`config.mk`:
```
export PLATFORM = sky130hd
export DESIGN_NAME = addr_match_irq
export DESIGN_NICKNAME = d
export VERILOG_FILES = /design/src/rtl/amu_pkg.sv /design/src/rtl/amu_rst_sync.sv /design/src/rtl/amu_match_bank.sv /design/src/rtl/amu_select.sv /design/src/rtl/addr_match_irq.sv
export SDC_FILE = /design/constraint.sdc
export NUM_CORES = 1
export LEC_CHECK = 0
export BUFFER_PORTS_ARGS = -buffer_cell sky130_fd_sc_hd__buf_2
export CAP_MARGIN = 20
export CORE_MARGIN = 1.5
export CORE_UTILIZATION = 46
export DETAILED_ROUTE_END_ITERATION = 16
export GPL_TIMING_DRIVEN = 1
export HOLD_SLACK_MARGIN = 0.08
export PLACE_DENSITY_LB_ADDON = 0.1
export SYNTH_ARGS = -nofsm -noshare
export SYNTH_HDL_FRONTEND = slang
export SYNTH_SLANG_ARGS = --single-unit
```
`constraint.sdc`:
```
create_clock -name clk -period 5.45 [get_ports clk]
set_input_delay 0.545 -clock clk [delete_from_list [all_inputs] [get_ports clk]]
set_output_delay 0.545 -clock clk [all_outputs]
set_load 0.01 [all_outputs]
```
`src/rtl/amu_pkg.sv`:
```
package amu_pkg;

  parameter int unsigned AMU_ADDR_W = 20;
  parameter int unsigned AMU_BANK_W = 2;

  // increment applied to a matched address before it is saved
  function automatic logic [1:0] amu_pc_step(input logic is_long);
    return is_long ? 2'd2 : 2'd1;
  endfunction

endpackage

```
`src/rtl/amu_rst_sync.sv`:
```
module amu_rst_sync (
  input  logic clk,
  input  logic rst_n,
  output logic rst_n_sync
);

  logic [1:0] stage_q;

  always_ff @(posedge clk or negedge rst_n) begin
    if (!rst_n) begin
      stage_q <= 2'b00;
    end else begin
      stage_q <= {stage_q[0], 1'b1};
    end
  end

  assign rst_n_sync = stage_q[1];

endmodule

```
`src/rtl/amu_match_bank.sv`:
```
module amu_match_bank #(
  parameter int unsigned ADDR_W = amu_pkg::AMU_ADDR_W,
  parameter int unsigned BANK_W = amu_pkg::AMU_BANK_W,
  parameter int unsigned NUM_SRC = 2 * BANK_W,
  parameter int unsigned IDX_W = $clog2(NUM_SRC)
) (
  input  logic                      clk,
  input  logic                      rst_n,
  input  logic                      addr_wr_en,
  input  logic [IDX_W-1:0]          addr_wr_idx,
  input  logic [ADDR_W-1:0]         addr_wr_data,
  input  logic                      en_lo_wr,
  input  logic                      en_hi_wr,
  input  logic [BANK_W-1:0]         en_wr_data,
  output logic [NUM_SRC*ADDR_W-1:0] match_addr,
  output logic [NUM_SRC-1:0]        src_en
);

  genvar g;
  generate
    for (g = 0; g < NUM_SRC; g++) begin : g_src
      localparam int unsigned BANK_SEL = g / BANK_W;
      localparam int unsigned BANK_BIT = g % BANK_W;

      logic [ADDR_W-1:0] addr_q, addr_d;
      logic              addr_ce;
      logic              en_q, en_d, en_ce;

      always_comb begin
        addr_ce = addr_wr_en && (addr_wr_idx == IDX_W'(g));
        addr_d  = addr_wr_data;
        en_ce   = (BANK_SEL == 0) ? en_lo_wr : en_hi_wr;
        en_d    = en_wr_data[BANK_BIT];
      end

      always_ff @(posedge clk or negedge rst_n) begin
        if (!rst_n) begin
          addr_q <= '0;
        end else if (addr_ce) begin
          addr_q <= addr_d;
        end
      end

      always_ff @(posedge clk or negedge rst_n) begin
        if (!rst_n) begin
          en_q <= 1'b0;
        end else if (en_ce) begin
          en_q <= en_d;
        end
      end

      assign match_addr[g*ADDR_W +: ADDR_W] = addr_q;
      assign src_en[g] = en_q;
    end
  endgenerate

endmodule

```
`src/rtl/amu_select.sv`:
```
module amu_select #(
  parameter int unsigned ADDR_W = amu_pkg::AMU_ADDR_W,
  parameter int unsigned NUM_SRC = 4,
  parameter int unsigned IDX_W = $clog2(NUM_SRC)
) (
  input  logic [NUM_SRC*ADDR_W-1:0] match_addr,
  input  logic [NUM_SRC-1:0]        src_en,
  input  logic                      fetch_valid,
  input  logic [ADDR_W-1:0]         fetch_addr,
  input  logic                      ext_narrow,
  output logic                      hit,
  output logic [IDX_W-1:0]          hit_idx
);

  logic [NUM_SRC-1:0] eq;

  genvar g;
  generate
    for (g = 0; g < NUM_SRC; g++) begin : g_cmp
      assign eq[g] = src_en[g] && (match_addr[g*ADDR_W +: ADDR_W] == fetch_addr);
    end
  endgenerate

  // lowest index wins: scan downward so the last assignment is the lowest
  always_comb begin
    hit_idx = '0;
    for (int i = NUM_SRC - 1; i >= 0; i--) begin
      if (eq[i]) begin
        hit_idx = IDX_W'(i);
      end
    end
    hit = fetch_valid && !ext_narrow && (|eq);
  end

endmodule

```
`src/rtl/addr_match_irq.sv`:
```
module addr_match_irq #(
  parameter int unsigned ADDR_W = amu_pkg::AMU_ADDR_W,
  parameter int unsigned BANK_W = amu_pkg::AMU_BANK_W
) (
  input  logic                          clk,
  input  logic                          rst_n,
  input  logic                          addr_wr_en,
  input  logic [$clog2(2*BANK_W)-1:0]   addr_wr_idx,
  input  logic [ADDR_W-1:0]             addr_wr_data,
  input  logic                          en_lo_wr,
  input  logic                          en_hi_wr,
  input  logic [BANK_W-1:0]             en_wr_data,
  input  logic                          fetch_valid,
  input  logic [ADDR_W-1:0]             fetch_addr,
  input  logic                          long_class,
  input  logic                          ext_narrow,
  output logic                          irq_req,
  output logic [$clog2(2*BANK_W)-1:0]   irq_src,
  output logic [ADDR_W-1:0]             saved_pc
);

  localparam int unsigned NUM_SRC = 2 * BANK_W;
  localparam int unsigned IDX_W   = $clog2(NUM_SRC);

  logic                      rst_n_int;
  logic [NUM_SRC*ADDR_W-1:0] match_addr;
  logic [NUM_SRC-1:0]        src_en;
  logic                      hit;
  logic [IDX_W-1:0]          hit_idx;

  logic                      req_q, req_d;
  logic [IDX_W-1:0]          src_q, src_d;
  logic [ADDR_W-1:0]         pc_q, pc_d;
  logic                      out_ce;

  amu_rst_sync u_rst (
    .clk        (clk),
    .rst_n      (rst_n),
    .rst_n_sync (rst_n_int)
  );

  amu_match_bank #(
    .ADDR_W  (ADDR_W),
    .BANK_W  (BANK_W),
    .NUM_SRC (NUM_SRC),
    .IDX_W   (IDX_W)
  ) u_bank (
    .clk          (clk),
    .rst_n        (rst_n_int),
    .addr_wr_en   (addr_wr_en),
    .addr_wr_idx  (addr_wr_idx),
    .addr_wr_data (addr_wr_data),
    .en_lo_wr     (en_lo_wr),
    .en_hi_wr     (en_hi_wr),
    .en_wr_data   (en_wr_data),
    .match_addr   (match_addr),
    .src_en       (src_en)
  );

  amu_select #(
    .ADDR_W  (ADDR_W),
    .NUM_SRC (NUM_SRC),
    .IDX_W   (IDX_W)
  ) u_sel (
    .match_addr  (match_addr),
    .src_en      (src_en),
    .fetch_valid (fetch_valid),
    .fetch_addr  (fetch_addr),
    .ext_narrow  (ext_narrow),
    .hit         (hit),
    .hit_idx     (hit_idx)
  );

  // a hit means fetch_addr equals the winning match address, so one adder
  // on the fetch address serves every source
  always_comb begin
    req_d  = hit;
    out_ce = hit;
    src_d  = hit_idx;
    pc_d   = fetch_addr + {{(ADDR_W-2){1'b0}}, amu_pkg::amu_pc_step(long_class)};
  end

  always_ff @(posedge clk or negedge rst_n_int) begin
    if (!rst_n_int) begin
      req_q <= 1'b0;
    end else begin
      req_q <= req_d;
    end
  end

  always_ff @(posedge clk or negedge rst_n_int) begin
    if (!rst_n_int) begin
      src_q <= '0;
      pc_q  <= '0;
    end else if (out_ce) begin
      src_q <= src_d;
      pc_q  <= pc_d;
    end
  end

  assign irq_req  = req_q;
  assign irq_src  = src_q;
  assign saved_pc = pc_q;

endmodule

```
Yosys cells after proc, flatten, opt, wreduce, memory -nomap -nowiden

Cells that the tools add are included.

Eq/ne operators: 7
Muxes and demuxes: 5
Reduce and logical (&&, ||, !) cells: 13
Add/sub/neg operators: 1

Operators with widths:

| cell               | count |
|---|---|
| $eq 20x20->1       | 4 |
| $add 20x2->20      | 1 |
| $logic_and 1x1->1  | 10 |
| $mux 2             | 5 |
| $eq 2x2->1 const B | 2 |
| $reduce_or 4->1    | 1 |
| $eq 2x1->1 const B | 1 |
| $logic_not 2->1    | 1 |
| $logic_not 1->1    | 1 |

Bits of input ports: 52
Logic and storage cells: 38
Register bits after elaboration: 109

Logic depth before layout (Yosys ltp)

Word-level depth: 6
Gate-level depth with buffers: 9

Hierarchy

A second synthesis with hierarchy kept.

Cells, all modules: 437
Area total of the unflattened synthesis: 5,460.2 um^2

By module, submodules not included:

| module         | sequential area each (um^2) | area each (um^2) | cells each | instances |
|---|---|---|---|---|
| amu_match_bank | 2,102.0                     | 3,155.5          | 184        | 1 |
| addr_match_irq | 575.6                       | 1,311.3          | 132        | 1 |
| amu_select     | 0.0                         | 939.7            | 118        | 1 |
| amu_rst_sync   | 50.0                        | 53.8             | 3          | 1 |

Worst setup path after synthesis

No wires, ideal clock.

Kind: input-to-reg
Start point: input fetch_addr[19]
End point: register pc_q[10], in the netlist saved_pc[10]
Stages: 8
Data arrival time: 2.303 ns
Buffers on the path: 2
Path slack: 3.021 ns
Data required time: 5.325 ns
Cells stage by stage: buf_4 -> xnor2_1 -> nand4_1 -> nor4_2 -> nand4_2 -> a41oi_4 -> buf_12 -> mux2_4

Cells in the longest elaborated chain, start to end: 4
Elaborated cells between the ends (all ways): 10
Classes of those cells: 4 x eq/ne; 6 x reduce/logical

Ends and longest elaborated chain:

| item                  | RTL line             | source |
|---|---|---|
| from (decl)           | addr_match_irq.sv:14 | `input logic [ADDR_W-1:0] fetch_addr,` |
| $eq 20x20->1          | amu_select.sv:20     | `assign eq[g] = src_en[g] && (match_addr[g*ADDR_W +: ADDR_W] == fetch_addr);` |
| $logic_and 1x1->1     | amu_select.sv:20     |  |
| $reduce_or 4->1 (*)   | amu_select.sv:32     | `hit = fetch_valid && !ext_narrow && (\|eq);` |
| $logic_and 1x1->1 (*) | amu_select.sv:32     |  |
| to (signal assigned)  | addr_match_irq.sv:97 | `pc_q <= pc_d;` |
| to (decl)             | addr_match_irq.sv:33 | `logic [ADDR_W-1:0] pc_q, pc_d;` |

Every way passes the cells marked *; elsewhere a longest branch is shown, timed or not.
A chain may end at the register's enable or synchronous reset.

Worst setup path after layout

Start point: input fetch_addr[7]
End point: register pc_q[6], in the netlist saved_pc[6]

Same word-level chain as after synthesis.

==> results_dict.tcl <==
set metrics [dict create \
    ant_nets 0 \
    finalNetCount 569 \
    r2r-end "saved_pc[6]" \
    place.gp.congestion 0.897 \
    yosys-top-cells-count "dfrtp_1, mux2_2, xnor2_1, nand4_1, xor2_1" \
    die_x_microns 115 \
    finalClockSkew_ns 0.0114 \
    vias_per_cell 5.36 \
    finalHoldViolCount 0 \
    cap_violations 0 \
    firstDrtPassIters 4 \
    endpoint_kind "flip-flop" \
    worst_pin_slew_ns 0.857 \
    grt_pass1_vias 3826 \
    hold_end "u_rst.stage_q[1]" \
    final_cells 687 \
    synth_seq_cells 109 \
    diodes 0 \
    portBuffers 74 \
    antenna_found_initial 0 \
    min_period_ns 2.87 \
    hp-start "u_rst.stage_q[0]" \
    numClockSinks 109 \
    layout-drive-gt1-share_pct 40.7 \
    arrival_ns 3.11 \
    crit_type "in2reg" \
    reg2reg_depth 6 \
    worstPathMaxFanout 18 \
    clk_path_buf_depth 2 \
    hp-class "reg2reg" \
    max_slew_margin_pct 42.7 \
    hold_depth 0 \
    status "finished clean" \
    postCtsSetupRepairBufs 0 \
    ys_seq_area_share_pct 47.3 \
    cts_made_buffers 9 \
    yosysWarningCount 0 \
    rsz0062_at_grt "no" \
    synthFlopType "dfrtp_1" \
    avgSynthCellArea_sq_um 12.8 \
    dp_cells 670 \
    core_region_area_sq_um 12100 \
    ir_drop_uv 263 \
    route.detailed.drc 0 \
    drtIter0Drc 225 \
    dieArea_sq_um 13200 \
    yosysTopAreaCell "dfrtp_1" \
    synth_edf_count 0 \
    leakage_nw 2.77 \
    synthCells 452 \
    syn_to_final_growth_pct 12.4 \
    wl_per_cell_microns 20.8 \
    required_ns 5.68 \
    grt_pass1_wl_mm 22.4 \
    pin_count 75 \
    htree_levels 3 \
    track_usage_pct 23.4 \
    hpwl_mm 11.0 \
    synthesis.nets 507 \
    yosys.cell_count.top_type "dfrtp_1" \
    synthTopCellsByArea "dfrtp_1, mux2_2, xnor2_1, nand4_1, xor2_1" \
    insertion_delay_ns 0.36 \
    rr_startpoint "u_bank.g_src[0].addr_q[7]" \
    gr-total-overflow 0 \
    maxSlewViolCount 0 \
    path_clk_slew_ns 0.07 \
    netlist.area_leader.share_pct 47.3 \
    async_flop_share_pct 100 \
    fp.dieH_microns 115 \
    tns_ns 0 \
    vias 3682 \
    syn_area_sq_um 5770 \
    grt_max_degree 56 \
    rows 40 \
    synth_cell_types 40 \
    worstSetupStartpointType "input port" \
    power_density_nw_per_um2 323 \
    setup_viol 0 \
    clock.fmax_mhz 348 \
    cts_root_buf "clkbuf_16" \
    postRouteWirelength_mm 14.3 \
    reg2reg_setup_slack_ns 2.58 \
    initial_core_util_pct 47.6 \
    num-fill-cells 1106 \
    tritoncts "built" \
    timing.final.crit_share_pct 52.7 \
]
[flip-flops by register name, summed over array words and instances, names as in the netlist]
register and count:
u_bank.g_src.en_q 4, saved_pc 20, u_bank.g_src.addr_q 80, irq_src 2
u_rst.stage_q 2, irq_req 1
[critical path, cell delays in order]
cell and delay [ns]:
buf_2 0.17, xnor2_1 0.36, nand4_1 0.15, nor4_1 0.41
nand4b_1 0.24, a41oi_4 0.79, mux2_2 0.42
[final cells by class]
| type | instances | area [sq um] | share of cell area, % |
|---|---|---|---|
| Sequential cell | 109 | 2730 | 42.1 |
| Clock buffer | 11 | 243 | 3.75 |
| Timing Repair Buffer | 80 | 418 | 6.45 |
| Inverter | 5 | 18.8 | 0.290 |
| Multi-Input combinational cell | 309 | 2830 | 43.6 |
| Tap cell | 168 | 210 | 3.24 |
| Clock inverter | 5 | 35.0 | 0.541 |
[where the power goes]
| part | internal, W | leakage (nW) | switching (W) |
|---|---|---|---|
| combinational | 0.000224 | 1.30 | 0.000230 |
| clock | 0.000324 | 0.136 | 0.000295 |
| sequential | 0.000926 | 1.33 | 0.0000977 |
| total | 0.00147 | 2.77 | 0.000622 |
[metal layers]
metal | vias to the layer above | track usage (%) | share of wire [%]
met5 | - | 0 | 0
met4 | 0 | 5.93 | 1.0
met3 | 10 | 4.27 | 4.6
met2 | 84 | 38.5 | 48
met1 | 1866 | 32.2 | 47
li1 | 1722 | - | -
[kinds of logic after synthesis]
kind of cell,synth area share [%]
AO/OA/AOI/OAI,1.41
XOR/XNOR,15.7
adder cells (fa/ha/maj),0.781
buffers and inverters,3.80
flip-flops,47.3
multiplexers,20.9
other,0.0650
AND/OR/NAND/NOR,10.1
[how the worst max path moves through the flow]
stage                                         start          end  slack, ns  depth (start not counted)
after detailed placement              fetch_addr[7]  saved_pc[6]       2.18                          7
after global placement                fetch_addr[7]  saved_pc[3]       2.19                          7
after floorplan                    u_rst.stage_q[1]      irq_req       2.19                          0
after global routing      u_bank.g_src[0].addr_q[7]  saved_pc[6]       2.29                          6
after CTS                 u_bank.g_src[0].addr_q[7]  saved_pc[6]       2.54                          6
final                                 fetch_addr[7]  saved_pc[6]       2.58                          7
[placed cells by master, fill, tap and decap left out, types with 2 or more instances in the layout]
master / Yosys / routed
nand2_1: 7 / 7
a2bb2oi_1: 2 / 2
nand2b_1: 2 / 2
or2_1: 4 / 4
and3_1: 3 / 3
mux2_2: 94 / 94
nand4_1: 34 / 34
nor2_1: 5 / 5
buf_4: 3 / 5
xnor2_1: 72 / 72
xnor2_2: 6 / 6
clkbuf_16: 0 / 9
xor2_1: 20 / 20
nor3b_1: 5 / 4
ha_1: 2 / 2
nor3b_2: 1 / 2
nor4b_1: 2 / 2
dfrtp_1: 109 / 108
nand3_1: 15 / 15
mux2_4: 9 / 9
nor4_1: 9 / 9
buf_2: 9 / 74
a21oi_1: 2 / 2
clkinv_2: 0 / 2
nand3b_1: 2 / 2
inv_1: 5 / 5
[stage by stage]
step / area, sq um / hold WS, ns / total power [W] / setup slack, ns / util, %
2_1_floorplan: 5770 / 0.249 / 0.00134 / 2.19 / -
3_3_place_gp: 6190 / 0.331 / 0.00149 / 2.19 / 51.1
3_5_place_dp: 6190 / 0.331 / 0.00150 / 2.18 / 51.1
4_1_cts: 6480 / 0.355 / 0.00212 / 2.54 / 53.5
5_1_grt: 6480 / 0.358 / 0.00220 / 2.29 / 53.5
6_report: 6480 / 0.351 / 0.00210 / 2.58 / 53.5
[what timing repair did]
item,CTS,global route
resized for setup,0,0
hold endpoints to repair,2,0
hold buffers,1,0
Note: power is estimated with default switching activity, not from simulation.
